==> src/rtl/a20_gate.sv <==
module a20_gate #(
  parameter int AW    = 32,
  parameter int GBIT  = 20,
  parameter logic [15:0] P_SYS  = 16'h0092,
  parameter logic [15:0] P_GATE = 16'h00EE,
  parameter logic [15:0] P_RST  = 16'h00EF
) (
  input  logic          clk,
  input  logic          rst_n,
  input  logic [15:0]   io_addr,
  input  logic          io_rd,
  input  logic          io_wr,
  input  logic [7:0]    io_wdata,
  output logic [7:0]    io_rdata,
  input  logic          kbc_gate,
  input  logic          mask_n,
  input  logic [AW-1:0] addr_in,
  output logic [AW-1:0] addr_out,
  output logic          gate_on,
  output logic          rst_req
);
  localparam logic [AW-1:0] GMASK = AW'(1) << GBIT;

  logic [7:0] sys_q;
  logic       side_q;

  wire hit_sys  = io_addr == P_SYS;
  wire hit_gate = io_addr == P_GATE;
  wire hit_rst  = io_addr == P_RST;
  wire wr_sys   = io_wr && hit_sys;

  always_ff @(posedge clk or negedge rst_n) begin
    if (!rst_n) begin
      sys_q   <= 8'h00;
      side_q  <= 1'b0;
      rst_req <= 1'b0;
    end else begin
      if (wr_sys) sys_q <= io_wdata;
      if (io_wr && hit_gate) side_q <= 1'b0;
      else if (io_rd && hit_gate) side_q <= 1'b1;
      rst_req <= (wr_sys && io_wdata[0] && !sys_q[0]) || (io_wr && hit_rst);
    end
  end

  assign io_rdata = (io_rd && hit_sys) ? sys_q : 8'h00;
  assign gate_on  = sys_q[1] | side_q | kbc_gate | mask_n;
  assign addr_out = gate_on ? addr_in : (addr_in & ~GMASK);
endmodule

==> config.mk <==
export PLATFORM = sky130hd
export DESIGN_NAME = a20_gate
export DESIGN_NICKNAME = d
export VERILOG_FILES = /design/src/rtl/a20_gate.sv
export SDC_FILE = /design/constraint.sdc
export NUM_CORES = 1
export LEC_CHECK = 0
export ABC_AREA = 1
export BUFFER_PORTS_ARGS = -buffer_cell sky130_fd_sc_hd__buf_2
export CORE_UTILIZATION = 34
export DETAILED_ROUTE_END_ITERATION = 16
export PLACE_DENSITY = 0.81
export SKIP_LAST_GASP = 1
export SYNTH_ARGS = -nofsm -noshare
export SYNTH_HDL_FRONTEND = slang
export SYNTH_SLANG_ARGS = --single-unit
==> constraint.sdc <==
create_clock -name clk -period 0.97 [get_ports clk]
set_input_delay 0.0485 -clock clk [delete_from_list [all_inputs] [get_ports clk]]
set_output_delay 0.0485 -clock clk [all_outputs]
set_load 0.03 [all_outputs]
==> impl_metrics.csv, run 1 <==
group,metric,value,unit
clock_tree,cts_tree,"built",
clock_tree,clkTransAtPathRegs,0.07,ns
sta,slew_violations,0,
final_layout,final_common_cell,"nand2_1",
route,routedWlPerCell,9.88,µm
floorplanning,coreArea,0.00252,mm²
floorplanning,die_h,54.2,µm
worst_setup_path,r2r-start,"sys_q[1]$_DFFE_PN0P_",
final_layout,layout_common_cells,"nand2_1 (27), buf_2 (23), buf_6 (19)",
sta,worst_pin_slew,0.238,ns
final_layout,drive_above_1_share,0.569,
worst_setup_path,cp_max_fo,2,
global_route,grt_pass1_wl,3030,µm
sta,min_period,1.09,ns
placed_design,gp_congestion,0.733,
worst_hold_path,worstHoldStart,"io_wdata[7]",
worst_setup_path,worstPathArrival,1.05,ns
pwr,pwr-share-clk,0.370,
worst_setup_path,startpoint,"sys_q[1]$_DFFE_PN0P_",
placed_design,placedInstanceArea,957,µm²
sta,setup_ws,-0.124,ns
yosys,yosysSeqAreaShare,0.271,
final_layout,ff_latch_area,250,µm²
final_layout,antenna_cells,0,
sta,setup_viol,10,
route,drt_iter0_markers,5,
route,ant_nets,0,
clock_tree,cts-root-buf,"clkbuf_4",
clock_tree,clk_path_buf_depth,2,
final_layout,area_growth_syn_to_layout,39.2,%
pwr,comb_power_share,0.211,
global_route,gr-total-overflow,0,
route,drc,0,
job,cap_violations,0,
global_route,grt_pass1_vias,762,
clock_tree,cts_sinks,10,
floorplanning,fp.dieArea,0.00293,mm²
route,drt_first_pass_iters,4,
floorplanning,start_util,0.367,
worst_setup_path,cpMaxStageDelayCell,"dfrtp_1",
placed_design,hpwl,1350,µm
yosys,synth_area_per_cell,6.80,µm²
sta,grt_setup_unrepaired,"yes",
route,postRouteWirelength,1950,µm
yosys,ys_ff_latch,10,
route,vias_per_cell,4.37,
pwr,leakage,0.659,nW
global_route,grt_max_degree,13,
yosys,synth_cell_type_count,15,
final_layout,multi_input_area,400,µm²
floorplanning,pin_count,104,
pwr,p_per_area,772,mW/mm²
yosys,syn_area,925,µm²
route,vias,860,
status,status,"finished with violations",
pwr,cellInternalPower,768,µW
floorplanning,rows,18,
worst_setup_path,critPathCaptureType,"output port",
worst_setup_path,cp-start-kind,"flop",
sta,slew_headroom,0.841,
final_layout,fin_util,0.510,
placed_design,port_buffers,41,
placed_design,pre_cts_slack,-0.161,ns
worst_setup_path,cpPeakStageDelay,0.39,ns
clock_tree,insertion_delay,0.26,ns
clock_tree,cts_made_buffers,3,
status,violations,"negative setup slack",
clock_tree,cts_htree_levels,1,
worst_setup_path,crit_type,"reg -> out",
yosys,synth_warnings,0,
pwr,ir_drop,0.361,mV
worst_hold_path,hold_path.class,"in -> reg",
pwr,seqPwrFrac,0.419,
worst_setup_path,critPathRequiredTime,0.92,ns
pwr,total_power,994,µW
sta,finClkSkew,0.00450,ns
global_route,grtUsageTotal,0.144,
final_layout,fin_area,0.00129,mm²
final_layout,final_nets,230,
yosys,netlist_instances,136,
worst_setup_path,cp_cell_sequence,"inv_2, nand3_2, and2_4, buf_6",
sta,finalCritPeriodShare,1.13,
yosys,syn-num-nets,198,
final_layout,num-fill-cells,254,
sta,max_freq,914,MHz
pwr,swShare,0.228,
floorplanning,die_w,54.2,µm
global_route,grt_antenna_before_repair,0,
sta,hold_viol,0,
pwr,p_switching,226,µW
state kept, by name, indices dropped and copies added, names as in the netlist:
register	count
sys_q	8
rst_req	1
side_q	1
metrics by stage:
step | setup TNS, ns | hold WS, ns | instances
5_1_grt | -1.46 | 0.0146 | 197
4_1_cts | -0.488 | 0.0206 | 197
3_3_place_gp | -1.63 | -0.0885 | 178
3_5_place_dp | -1.88 | -0.0846 | 178
6_report | -0.807 | 0.0192 | 197
2_1_floorplan | 0 | -0.247 | 136
routing by layer:
| layer | up-vias | GRT usage | wire (µm) |
|---|---|---|---|
| met5 | - | 0 | 0 |
| met4 | 0 | 0.0855 | 32 |
| met3 | 8 | 0.0169 | 126 |
| met2 | 32 | 0.266 | 1070 |
| met1 | 388 | 0.153 | 721 |
| li1 | 432 | - | - |
critical path, delay by kind of cell (launching register included):
family	cells	cell delay, ns
buffers and inverters	2	0.19
DFF	1	0.39
and+or+nand+nor	2	0.21
kinds of logic after synthesis:
group,after synthesis,synth area share
flops,10,0.271
buf+inv,58,0.369
simple gates,68,0.360
power groups by stage:
stage	registers [mW]	clock network (mW)	logic (mW)
after global placement	0.425	0	0.132
final	0.417	0.367	0.210
after CTS	0.417	0.371	0.201
after detailed placement	0.425	0	0.134
after floorplan	0.425	0	0.284
after global routing	0.417	0.406	0.232
cells in the mapped netlist, drive strengths merged:
cell     n  area (µm²)
dfrtp   10         250
clkbuf   1        3.75
buf     32         244
nand3   13        65.1
inv     25        93.8
nor2    19         101
nand4    4        25.0
and2     1        6.26
nand2   31         135
area by class of cell:
type / count / share of cell area
timing repair buffer: 60 / 0.362
multi-input combinational: 68 / 0.311
sequential: 10 / 0.194
inverter: 25 / 0.0748
tap: 30 / 0.0292
clock buffer: 4 / 0.0282
path summary, 6_finish.rpt:
kind / endpoint / slack (ns) / depth (start not counted)
min in group asynchronous: sys_q[2]$_DFFE_PN0P_ / 0.17 / 2
hold / removal: sys_q[7]$_DFFE_PN0P_ / 0.02 / 3
max in group asynchronous: rst_req$_DFF_PN0_ / 0.61 / 2
hold reg to reg: sys_q[2]$_DFFE_PN0P_ / 0.47 / 2
setup / recovery: addr_out[20] / -0.12 / 4
setup reg to reg: sys_q[1]$_DFFE_PN0P_ / 0.25 / 3
repair_timing:
item                                    CTS  global route
pin swaps                                 9             5
buffers inserted                         14             0
endpoints found under the hold margin    10             0
gates resized for setup                  48             7
gates cloned                              0             0
hold buffers                              1             0
endpoints found under the setup margin   10            20
No activity file was read; power rests on OpenSTA's default activity.
==> run 2, diff against run 1 <==
- CORE_MARGIN: not set -> 4
==> run 2 against run 1 <==
Effect of this change:
- the flow still finishes with violations (negative setup slack)
- design area shrank 3.7%
- wire length grew 2.5%
- critical path depth is the same
- worst hold slack lost 0.0074 ns
- first-iteration DRC count grew 60%
- sequential share of layout area grew 0.75 points
- combinational power shrank 12%
- sequential cell count is the same
- non-clock buffer count shrank 9
- clock-buffer cell count is the same
- via count shrank 3.4%
- die area grew 23%
==> impl_metrics.csv, run 2 (same netlist as run 1, synthesis figures left out) <==
group,metric,value,unit
status,status,"finished with violations",
status,violations,"negative setup slack",
worst_setup_path,crit_type,"reg -> out",
sta,setup_ws,-0.135,ns
route,routedWlPerCell,10.6,µm
final_layout,largest_reg_flops,8,
sta,min_period,1.11,ns
worst_setup_path,cpPeakStageDelay,0.39,ns
global_route,grt_pass1_vias,775,
worst_setup_path,r2r-start,"sys_q[1]$_DFFE_PN0P_",
pwr,total_power,976,µW
sta,max_freq,905,MHz
placed_design,dpl.cell_count,177,
route,met2_length,1130,µm
pwr,ir_drop,0.592,mV
clock_tree,cts_sinks,10,
final_layout,final_nets,221,
sta,setup_viol,10,
sta,grt_setup_unrepaired,"yes",
route,drc,0,
floorplanning,fp.dieArea,0.00362,mm²
worst_setup_path,cp_max_fo,2,
worst_setup_path,cp-start-kind,"flop",
final_layout,regMostFlops,"sys_q",
floorplanning,rows,18,
sta,slew_headroom,0.847,
job,cap_violations,0,
final_layout,finalNonFillerCells,188,
floorplanning,die_h,60.2,µm
final_layout,layout_common_cells,"nand2_1 (22), buf_2 (21), buf_6 (21)",
placed_design,hpwl,1430,µm
sta,finalCritPeriodShare,1.14,
route,vias,831,
final_layout,area_growth_syn_to_layout,34.1,%
final_layout,top_regs,"sys_q (8), rst_req (1), side_q (1)",
final_layout,final_common_cell,"nand2_1",
final_layout,ff_latch_area,250,µm²
final_layout,num-fill-cells,253,
worst_setup_path,rr_worst_depth,4,
worst_hold_path,worstHoldEndpoint,"sys_q[7]$_DFFE_PN0P_",
route,drt_first_pass_iters,4,
route,highest_layer,"met4",
worst_setup_path,critPathCaptureType,"output port",
floorplanning,pin_count,104,
worst_setup_path,critPathBufInv,2,
sta,finClkSkew,0.000262,ns
route,met3_length,149,µm
worst_setup_path,crit_family,"flip-flops",
worst_hold_path,hold_path_depth,3,
sta,holdWs,0.0118,ns
placed_design,placedInstanceArea,950,µm²
worst_hold_path,hold_path.class,"in -> reg",
placed_design,port_buffers,41,
worst_setup_path,cpMaxStageDelayCell,"dfrtp_1",
pwr,p_per_area,787,mW/mm²
global_route,grt_antenna_before_repair,0,
sta,slew_violations,0,
worst_setup_path,cp_cell_sequence,"inv_2, nand3_2, and2_4, buf_6",
worst_setup_path,rrSetupSlack,0.14,ns
global_route,grtUsageTotal,0.110,
clock_tree,cts_tree,"built",
final_layout,drive_above_1_share,0.576,
clock_tree,insertion_delay,0.26,ns
clock_tree,cts_made_buffers,3,
global_route,gr-total-overflow,0,
floorplanning,start_util,0.363,
pwr,leakage,0.630,nW
worst_setup_path,worstPathArrival,1.06,ns
floorplanning,die_w,60.2,µm
sta,worst_pin_slew,0.229,ns
route,vias_per_cell,4.42,
clock_tree,cts-root-buf,"clkbuf_4",
worst_hold_path,worstHoldStart,"io_wdata[7]",
global_route,grt_max_degree,13,
route,met1_length,684,µm
placed_design,gp_congestion,0.726,
clock_tree,clkTransAtPathRegs,0.07,ns
floorplanning,coreArea,0.00254,mm²
final_layout,antenna_cells,0,
route,postRouteWirelength,2000,µm
final_layout,multi_input_area,408,µm²
route,ant_nets,0,
route,drt_iter0_markers,8,
sta,fin_setup_tns,-0.606,ns
clock_tree,clk_path_buf_depth,2,
global_route,grt_pass1_wl,3040,µm
sta,hold_viol,0,
worst_setup_path,critPathRequiredTime,0.92,ns
final_layout,fin_area,0.00124,mm²
worst_setup_path,reg2reg_to,"sys_q[1]$_DFFE_PN0P_",
clock_tree,cts_htree_levels,1,
-- run 2: final cells by class --
| class | instances | area share |
|---|---|---|
| Clock buffer | 4 | 0.0293 |
| Timing Repair Buffer | 51 | 0.332 |
| Multi-Input combinational cell | 68 | 0.329 |
| Sequential cell | 10 | 0.202 |
| Tap cell | 30 | 0.0303 |
| Inverter | 25 | 0.0777 |
-- run 2: metrics by stage --
step	setup WS (ns)	utilization
after floorplan	0.0129	-
final	-0.135	0.487
after global routing	-0.204	0.487
after global placement	-0.199	0.373
after CTS	-0.135	0.460
after detailed placement	-0.231	0.373
-- run 2: how the worst max path moves through the flow --
stage | startpoint | end | slack [ns] | depth (start not counted)
global placement | io_addr[6] | sys_q[0]$_DFFE_PN0P_ | -0.20 | 9
global route | sys_q[1]$_DFFE_PN0P_ | addr_out[20] | -0.20 | 4
CTS | sys_q[1]$_DFFE_PN0P_ | addr_out[20] | -0.14 | 4
detailed placement | io_addr[6] | sys_q[2]$_DFFE_PN0P_ | -0.23 | 9
floorplan | io_addr[5] | io_rdata[0] | 0.01 | 8
finish | sys_q[1]$_DFFE_PN0P_ | addr_out[20] | -0.14 | 4
-- run 2: power by group --
| part | internal [mW] | switching, mW | total, mW | leakage, nW |
|---|---|---|---|---|
| logic | 0.102 | 0.0821 | 0.184 | 0.475 |
| registers | 0.417 | 0.0000753 | 0.417 | 0.135 |
| clock network | 0.228 | 0.146 | 0.374 | 0.0210 |
-- run 2: worst min-delay path: cells and delay by family --
| family | cells | cell delay (ns) |
|---|---|---|
| AND/OR/NAND/NOR | 2 | 0.12 |
| buffers and inverters | 1 | 0.08 |
-- run 2: routing by layer --
layer	vias up	GRT usage
li1	417	-
met1	387	0.114
met2	23	0.204
met3	4	0.0259
met4	0	0.0506
met5	-	0
-- run 2: what timing repair did --
| item | CTS | global route |
|---|---|---|
| endpoints found under the setup margin | 10 | 18 |
| hold buffers | 1 | 0 |
| resized for setup | 45 | 17 |
| hold endpoints to repair | 10 | 0 |
| pin swaps | 7 | 10 |
| setup buffers | 3 | 3 |
